File: config.mk
export PLATFORM = sky130hd
export DESIGN_NAME = bcd_serial_addsub
export DESIGN_NICKNAME = d
export VERILOG_FILES = /design/src/rtl/bcd_ser_pkg.sv /design/src/rtl/bcd_operand_stage.sv /design/src/rtl/bcd_norm_stage.sv /design/src/rtl/bcd_digit_tracker.sv /design/src/rtl/bcd_serial_addsub.sv
export SDC_FILE = /design/constraint.sdc
export NUM_CORES = 1
export LEC_CHECK = 0
export ABC_CLOCK_PERIOD_IN_PS = 2400
export BUFFER_PORTS_ARGS = -buffer_cell sky130_fd_sc_hd__buf_2
export CORE_MARGIN = 2
export CORE_UTILIZATION = 30
export DETAILED_ROUTE_END_ITERATION = 10
export PLACE_DENSITY = 0.44
export REMOVE_ABC_BUFFERS = 1
export SLEW_MARGIN = 40
export SYNTH_ARGS = -nofsm -noshare
export SYNTH_HDL_FRONTEND = slang
export SYNTH_SLANG_ARGS = --single-unit
File: constraint.sdc
create_clock -name clk -period 2.4 [get_ports clk]
set_input_delay 0.24 -clock clk [delete_from_list [all_inputs] [get_ports clk]]
set_output_delay 0.24 -clock clk [all_outputs]
set_load 0.05 [all_outputs]
File: src/rtl/bcd_ser_pkg.sv
`timescale 1ns/1ps
package bcd_ser_pkg;
  localparam int BITS_PER_DIGIT = 4;
  typedef logic [BITS_PER_DIGIT-1:0] digit_t;

  // Correction pattern applied when a digit leaves the decimal range
  localparam digit_t SIX = digit_t'(6);

  function automatic logic add_carry(input logic x, input logic y, input logic c);
    return (x & y) | (c & (x ^ y));
  endfunction

  function automatic logic sub_borrow(input logic x, input logic y, input logic b);
    return (~x & y) | (~(x ^ y) & b);
  endfunction

  // Raw 4-bit code greater than nine (10..15)
  function automatic logic above_nine(input digit_t d);
    return d[3] & (d[2] | d[1]);
  endfunction
endpackage

File: src/rtl/bcd_operand_stage.sv
`timescale 1ns/1ps
// Binary serial operand adder, digit buffer, tens detector and decimal carry latch.
module bcd_operand_stage import bcd_ser_pkg::*; (
  input  logic                      clk,
  input  logic                      rst,
  input  logic                      en,
  input  logic                      sub,
  input  logic                      a_bit,
  input  logic                      b_bit,
  input  logic [BITS_PER_DIGIT-1:0] bit_stb,
  input  logic                      cycle_start,
  output digit_t                    raw_digit,
  output logic                      needs_fix,
  output logic                      digit_sub
);
  localparam int MSB = BITS_PER_DIGIT - 1;

  logic           carry_q;
  logic [MSB-1:0] part_q;
  logic           b_eff, cin, sum_b, cout, dec;
  digit_t         full;

  always_comb begin
    b_eff = en & b_bit;
    cin   = (cycle_start | ~en) ? 1'b0 : carry_q;
    sum_b = a_bit ^ b_eff ^ cin;
    cout  = sub ? sub_borrow(a_bit, b_eff, cin) : add_carry(a_bit, b_eff, cin);
    full  = {sum_b, part_q};
    if (!en)      dec = 1'b0;
    else if (sub) dec = cout;
    else          dec = cout | above_nine(full);
  end

  always_ff @(posedge clk) begin
    if (rst) begin
      carry_q   <= 1'b0;
      part_q    <= '0;
      raw_digit <= '0;
      needs_fix <= 1'b0;
      digit_sub <= 1'b0;
    end else begin
      for (int k = 0; k < MSB; k++) begin
        if (bit_stb[k]) part_q[k] <= sum_b;
      end
      if (bit_stb[MSB]) begin
        raw_digit <= full;
        needs_fix <= dec;
        digit_sub <= sub;
        carry_q   <= dec;
      end else begin
        carry_q <= en & cout;
      end
    end
  end
endmodule

File: src/rtl/bcd_norm_stage.sv
`timescale 1ns/1ps
// Six generator and serial normalisation adder with its own in-digit carry.
module bcd_norm_stage import bcd_ser_pkg::*; (
  input  logic                      clk,
  input  logic                      rst,
  input  logic [BITS_PER_DIGIT-1:0] bit_stb,
  input  digit_t                    raw_digit,
  input  logic                      needs_fix,
  input  logic                      digit_sub,
  output logic                      sum_bit
);
  digit_t corr;
  logic   nc_q, h, c, nc_in, r, nc_out;

  always_comb begin
    corr = needs_fix ? SIX : '0;
    h = 1'b0;
    c = 1'b0;
    for (int k = 0; k < BITS_PER_DIGIT; k++) begin
      if (bit_stb[k]) begin
        h = raw_digit[k];
        c = corr[k];
      end
    end
    nc_in  = bit_stb[0] ? 1'b0 : nc_q;
    r      = h ^ c ^ nc_in;
    nc_out = digit_sub ? sub_borrow(h, c, nc_in) : add_carry(h, c, nc_in);
  end

  always_ff @(posedge clk) begin
    if (rst) begin
      sum_bit <= 1'b0;
      nc_q    <= 1'b0;
    end else if (|bit_stb) begin
      sum_bit <= r;
      nc_q    <= nc_out;
    end
  end
endmodule

File: src/rtl/bcd_digit_tracker.sv
`timescale 1ns/1ps
// Counts digits within a number cycle and flags the last digit's final bit.
module bcd_digit_tracker #(
  parameter int DIGITS = 12
) (
  input  logic clk,
  input  logic rst,
  input  logic digit_end,
  input  logic cycle_start,
  output logic last_digit
);
  localparam int CW = $clog2(DIGITS + 1);
  logic [CW-1:0] idx_q;

  always_ff @(posedge clk) begin
    if (rst)                                  idx_q <= CW'(DIGITS);
    else if (cycle_start)                     idx_q <= '0;
    else if (digit_end && idx_q != CW'(DIGITS)) idx_q <= idx_q + 1'b1;
  end

  assign last_digit = digit_end && (idx_q == CW'(DIGITS - 1));
endmodule

File: src/rtl/bcd_serial_addsub.sv
`timescale 1ns/1ps
module bcd_serial_addsub import bcd_ser_pkg::*; #(
  parameter int DIGITS = 12
) (
  input  logic                      clk,
  input  logic                      rst,
  input  logic                      en,
  input  logic                      sub,
  input  logic                      a_bit,
  input  logic                      b_bit,
  input  logic [BITS_PER_DIGIT-1:0] bit_stb,
  input  logic                      cycle_start,
  output logic                      sum_bit,
  output logic                      carry_flag
);
  digit_t raw_digit;
  logic   needs_fix, digit_sub, last_digit, last_q;

  bcd_operand_stage u_oper (
    .clk(clk), .rst(rst), .en(en), .sub(sub), .a_bit(a_bit), .b_bit(b_bit),
    .bit_stb(bit_stb), .cycle_start(cycle_start),
    .raw_digit(raw_digit), .needs_fix(needs_fix), .digit_sub(digit_sub)
  );

  bcd_norm_stage u_norm (
    .clk(clk), .rst(rst), .bit_stb(bit_stb), .raw_digit(raw_digit),
    .needs_fix(needs_fix), .digit_sub(digit_sub), .sum_bit(sum_bit)
  );

  bcd_digit_tracker #(.DIGITS(DIGITS)) u_track (
    .clk(clk), .rst(rst), .digit_end(bit_stb[BITS_PER_DIGIT-1]),
    .cycle_start(cycle_start), .last_digit(last_digit)
  );

  // Flag loads from the decimal carry latched at the end of the last digit
  always_ff @(posedge clk) begin
    if (rst) begin
      last_q     <= 1'b0;
      carry_flag <= 1'b0;
    end else begin
      last_q <= last_digit;
      if (last_q) carry_flag <= needs_fix;
    end
  end
endmodule

# ---- Word-level counts from Yosys, hierarchy flattened
# Cells that the tools add are included.
# Widths: inputs -> output; s select.
dict set report op_classes {
  add_sub_neg 1
  eq_ne 2
  mux 18
  n_bitwise 27
  reduce_logical 5
}
# cell count
set op_table {}
lappend op_table {{$mux 1} 15}
lappend op_table {{$and 1x1->1} 11}
lappend op_table {{$mux 4} 2}
lappend op_table {{$or 1x1->1} 7}
lappend op_table {{$not 1->1} 5}
lappend op_table {{$add 4x1->4 const B} 1}
lappend op_table {{$eq 4x4->1 const B} 1}
lappend op_table {{$ne 4x4->1 const B} 1}
lappend op_table {{$reduce_or 4->1} 1}
lappend op_table {{$xor 1x1->1} 4}
lappend op_table {{$mux 3} 1}
lappend op_table {{$logic_and 1x1->1} 2}
lappend op_table {{$reduce_bool 2->1} 1}
lappend op_table {{$reduce_or 2->1} 1}
dict set report totals {
  register_bits 18
}

# ---- Longest topological paths before layout
dict set report logic_depth {
  word_depth 10
  ltp_mapped 7
  ltp_nobuf 6
}

# ---- Modules after synthesis
# Synthesis repeated with hierarchy kept, for this count alone.
dict set report unflattened {
  hier_cells 94
  area_unflattened_um2 914.6
}
# module n_inst cells_per_inst area_each_um2 seq_area_each_um2
set by_module_without_submodules {}
lappend by_module_without_submodules {bcd_operand_stage 1 42 420.4 200.2}
lappend by_module_without_submodules {bcd_digit_tracker 1 27 239.0 80.1}
lappend by_module_without_submodules {bcd_norm_stage 1 20 195.2 40.0}
lappend by_module_without_submodules {bcd_serial_addsub 1 5 60.1 40.0}

# ---- Worst setup path before layout
# Ideal clock, no wire load.
dict set report synth_timing {
  path_type {input to register}
  start {input port bit_stb[3]}
  end {register u_norm.nc_q}
  arrival_time_ps 1406
  required_ps 2266
  path_slack_ps 860
  path_stages 6
  n_path_buf 2
  path_cell_list {buf_6 -> buf_2 -> a22o_1 -> fa_1 -> mux2i_1 -> a211oi_2}
}
dict set report synth_via {
  elab_chain_len 6
  word_cells_on_any_way 13
}
# item line
set synth_rtl {}
lappend synth_rtl {{start, declared} bcd_serial_addsub.sv:11} ;# input logic [BITS_PER_DIGIT-1:0] bit_stb,
lappend synth_rtl {{$mux 1} bcd_norm_stage.sv:20} ;# if (bit_stb[k]) begin
lappend synth_rtl {{$xor 1x1->1} {bcd_ser_pkg.sv:10, bcd_ser_pkg.sv:14}}
lappend synth_rtl {{$not 1->1} bcd_ser_pkg.sv:14} ;# return (~x & y) | (~(x ^ y) & b);
lappend synth_rtl {{$and 1x1->1} bcd_ser_pkg.sv:14}
lappend synth_rtl {{$or 1x1->1} bcd_ser_pkg.sv:14}
lappend synth_rtl {{$mux 1} bcd_norm_stage.sv:27} ;# nc_out = digit_sub ? sub_borrow(h, c, nc_in) : add_carry(h, c, nc_in);
lappend synth_rtl {{end signal, assigned} bcd_norm_stage.sv:36} ;# nc_q <= nc_out;
lappend synth_rtl {{end, declared} bcd_norm_stage.sv:13} ;# logic nc_q, h, c, nc_in, r, nc_out;
# Parallel ways exist; a longest one is shown, timed or not.
# A chain may end at the register's enable or synchronous reset.

# ---- Worst setup path in the final report
dict set report layout_timing {
  start {register u_oper.carry_q}
  end {register u_oper.needs_fix}
}
dict set report layout_via {
  elab_chain_len 7
  word_cells_on_any_way 11
}
# item line
set layout_rtl {}
lappend layout_rtl {{start, declared} bcd_operand_stage.sv:18} ;# logic carry_q;
lappend layout_rtl {{start signal, assigned} bcd_operand_stage.sv:51} ;# carry_q <= en & cout;
lappend layout_rtl {{$mux 1 (*)} bcd_operand_stage.sv:25} ;# cin = (cycle_start | ~en) ? 1'b0 : carry_q;
lappend layout_rtl {{$and 1x1->1 (on tied branches)} {bcd_ser_pkg.sv:10, bcd_ser_pkg.sv:14}}
lappend layout_rtl {{$or 1x1->1 (on tied branches)} {bcd_ser_pkg.sv:10, bcd_ser_pkg.sv:14}}
lappend layout_rtl {{$mux 1} bcd_operand_stage.sv:27} ;# cout = sub ? sub_borrow(a_bit, b_eff, cin) : add_carry(a_bit, b_eff, cin);
lappend layout_rtl {{$or 1x1->1} bcd_operand_stage.sv:31} ;# else dec = cout | above_nine(full);
lappend layout_rtl {{$mux 1 (*)} bcd_operand_stage.sv:30} ;# else if (sub) dec = cout;
lappend layout_rtl {{$mux 1 (*)} bcd_operand_stage.sv:29} ;# if (!en) dec = 1'b0;
lappend layout_rtl {{end signal, assigned} bcd_operand_stage.sv:39} ;# needs_fix <= 1'b0;
lappend layout_rtl {{end signal, assigned} bcd_operand_stage.sv:47} ;# needs_fix <= dec;
lappend layout_rtl {{end, declared} bcd_operand_stage.sv:13} ;# output logic needs_fix,
# Every way passes the cells marked *; elsewhere a longest branch is shown, timed or not.

==> results.toml <==
[synth]
synth_common_cells = "dfxtp_1, nor2_1, inv_1"
syn_avg_cell_area_um2 = 9.38
yosysUniqueCellTypes = 30
synth_edf_count = 0
synth_area_um2 = 901
synth_top_area_cell = "dfxtp_1"
synth.most_common_cell = "dfxtp_1"
ys_seq_elements = 18
synth_cells = 96
seq_area_frac_synth_pct = 40.0
synthTopCellsByArea = "dfxtp_1, fa_1, mux2i_1"
async_flop_share_pct = 0
ys.flop_type = "dfxtp_1"
yosys_warnings = 0
yosys.area.top_type_share_pct = 40.0

[clock_tree]
hold_buffers = 0
cts_root_buffer = "clkbuf_4"
post_cts_resized = 0
post_cts_buffers = 0
clk_pin_slew_ns = 0.11
clkSinkCount = 18
cts_inserted_buffers = 3
clk_latency_ns = 0.29
cts_tree = "yes"
htreeDepth = 1
cts_buffer_depth = 2

[final_layout]
n_antenna_cell = 0
fin_nets = 126
syn_to_final_growth_pct = 10.8
drive_gt1_share_pct = 16.8
final-seq-area_um2 = 360
fin_cells = 138
utilization_pct = 35.6
nFillCells = 290
multiInputGateArea_um2 = 490

[critical_path]
end_kind = "register"
reg2reg_setup_slack_ns = 0.78
path_max_fanout = 6
r2r_cells = 4
path_class = "register to register"
timing.rr.start = "u_oper.carry_q"
worstPathRequired_ns = 2.60
startpoint_type = "register"
reg2reg_to = "u_oper.needs_fix"
cp_data_arrival_time_ns = 1.82

[timing]
fin_skew_ns = 0.00928
maxSlewViolCount = 0
period_needed_ns = 1.62
tns_ns = 0
hold_slack_ns = 0.183
setup_violations = 0
fmax_mhz = 619
slew-limit-headroom_pct = 77.1
rsz0062_at_grt = "false"
worst_slew_pin_slew_ns = 0.343
hold_viol = 0
finalCritPeriodShare_pct = 67.3

[power_and_ir_drop]
ir_worst_vdd_uv = 332
total_power_mw = 0.560
power.density_nw_per_um2 = 561
power_leakage_nw = 0.418

[hold_path]
min_path_type = "input port to register"
hp-start = "cycle_start"
whs_path_depth = 2
hold_path_end = "u_track.idx_q[0]"

[die]
num_rows = 19
die_area_um2 = 3460
io_pins = 13
core_region_area_um2 = 2810
initial_core_util_pct = 32.1
fp.dieW_um = 58.8
die_h_um = 58.8

[routing]
totalWireLength_mm = 1.76
dr.pass1.iters = 7
final_antenna_net_count = 0
post-route-drc-count = 2
wl_met1_um = 960
num_vias = 690
wl_met3_um = 98
vias_per_cell = 5.00
highest_layer = "met4"
drt_iter0_markers = 21
wl_per_cell_um = 12.7
route.met2.wl_um = 678

[placement]
gp_congestion = 0.699
dpl.hpwl_mm = 1.31
dp_cells = 135
port_buffers = 12

[global_route]
grt_max_degree = 18
grt_use_total_pct = 11.6
grt_pass1_wl_mm = 3.02
overflow = 0
grt_pass1_vias = 665
antenna_found_initial = 0

[run]
cap_violations = 0

[status]
status = "complete, but fails checks"
violations = "design-rule violations"
-- flip-flops by register name, indices dropped and copies added (netlist names) --
name,flops
u_oper.raw_digit,4
u_track.idx_q,4
u_oper.part_q,3
carry_flag,1
last_q,1
u_norm.nc_q,1
u_norm.sum_bit,1
u_oper.carry_q,1
u_oper.digit_sub,1
u_oper.needs_fix,1
-- report_power, final --
| group | internal, mW | total (mW) | leakage, nW | switching (mW) |
|---|---|---|---|---|
| clock network | 0.0584 | 0.151 | 0.0138 | 0.0925 |
| registers | 0.314 | 0.325 | 0.148 | 0.0110 |
| logic | 0.0336 | 0.0842 | 0.256 | 0.0506 |
-- area by class of cell --
type	instances	share of cell area, %
multi-input cells	67	49.1
flip-flops and latches	18	36.1
repair buffers	12	6.02
well taps	31	3.88
inverters	7	2.63
clock buffers	3	2.26
-- placed cells by master (no fill, tap or decap), types with 2 or more instances in the layout --
| cell type | instances |
|---|---|
| o21ai_0 | 4 |
| nor2_1 | 15 |
| ha_1 | 2 |
| fa_1 | 4 |
| clkbuf_4 | 3 |
| a211oi_1 | 6 |
| buf_2 | 12 |
| dfxtp_1 | 18 |
| nor2b_1 | 2 |
| a211oi_2 | 2 |
| inv_1 | 7 |
| a21oi_1 | 3 |
| nand3_1 | 4 |
| mux2i_1 | 6 |
| nand2_1 | 5 |
-- kinds of logic after synthesis --
group	share of synthesized area (%)
multiplexers	6.67
adder cells (fa/ha/maj)	11.7
AND/OR/NAND/NOR	18.1
flip-flops	40.0
AO/OA/AOI/OAI	18.1
buffers and inverters	5.56
-- worst max-delay path: stages (launching register included) --
cell and delay, ns:
dfxtp_1 0.32, nand3b_1 0.13, fa_1 0.56, o211a_1 0.28, o32ai_1 0.24
-- stage by stage --
step | cell area [um2] | worst slack, ns
5_1_grt | 998 | 0.689
4_1_cts | 998 | 0.778
6_report | 998 | 0.784
3_5_place_dp | 976 | 0.635
3_3_place_gp | 976 | 0.677
2_1_floorplan | 877 | 0.890
-- per-layer routing --
| layer | vias to the layer above | track usage, % |
|---|---|---|
| met2 | 12 | 15.7 |
| met4 | 0 | 3.90 |
| met5 | - | 0 |
| li1 | 362 | - |
| met3 | 2 | 5.05 |
| met1 | 314 | 16.5 |
-- how the worst max path moves through the flow --
| stage | cells past startpoint | startpoint | to | slack, ns |
|---|---|---|---|---|
| floorplan | 4 | cycle_start | u_oper.carry_q | 0.89 |
| global placement | 5 | cycle_start | u_oper.carry_q | 0.68 |
| detailed placement | 5 | cycle_start | u_oper.needs_fix | 0.63 |
| CTS | 4 | u_oper.carry_q | u_oper.needs_fix | 0.78 |
| global route | 6 | u_oper.raw_digit[1] | u_norm.nc_q | 0.69 |
| finish | 4 | u_oper.carry_q | u_oper.needs_fix | 0.78 |
No activity file was read; power rests on OpenSTA's default activity.
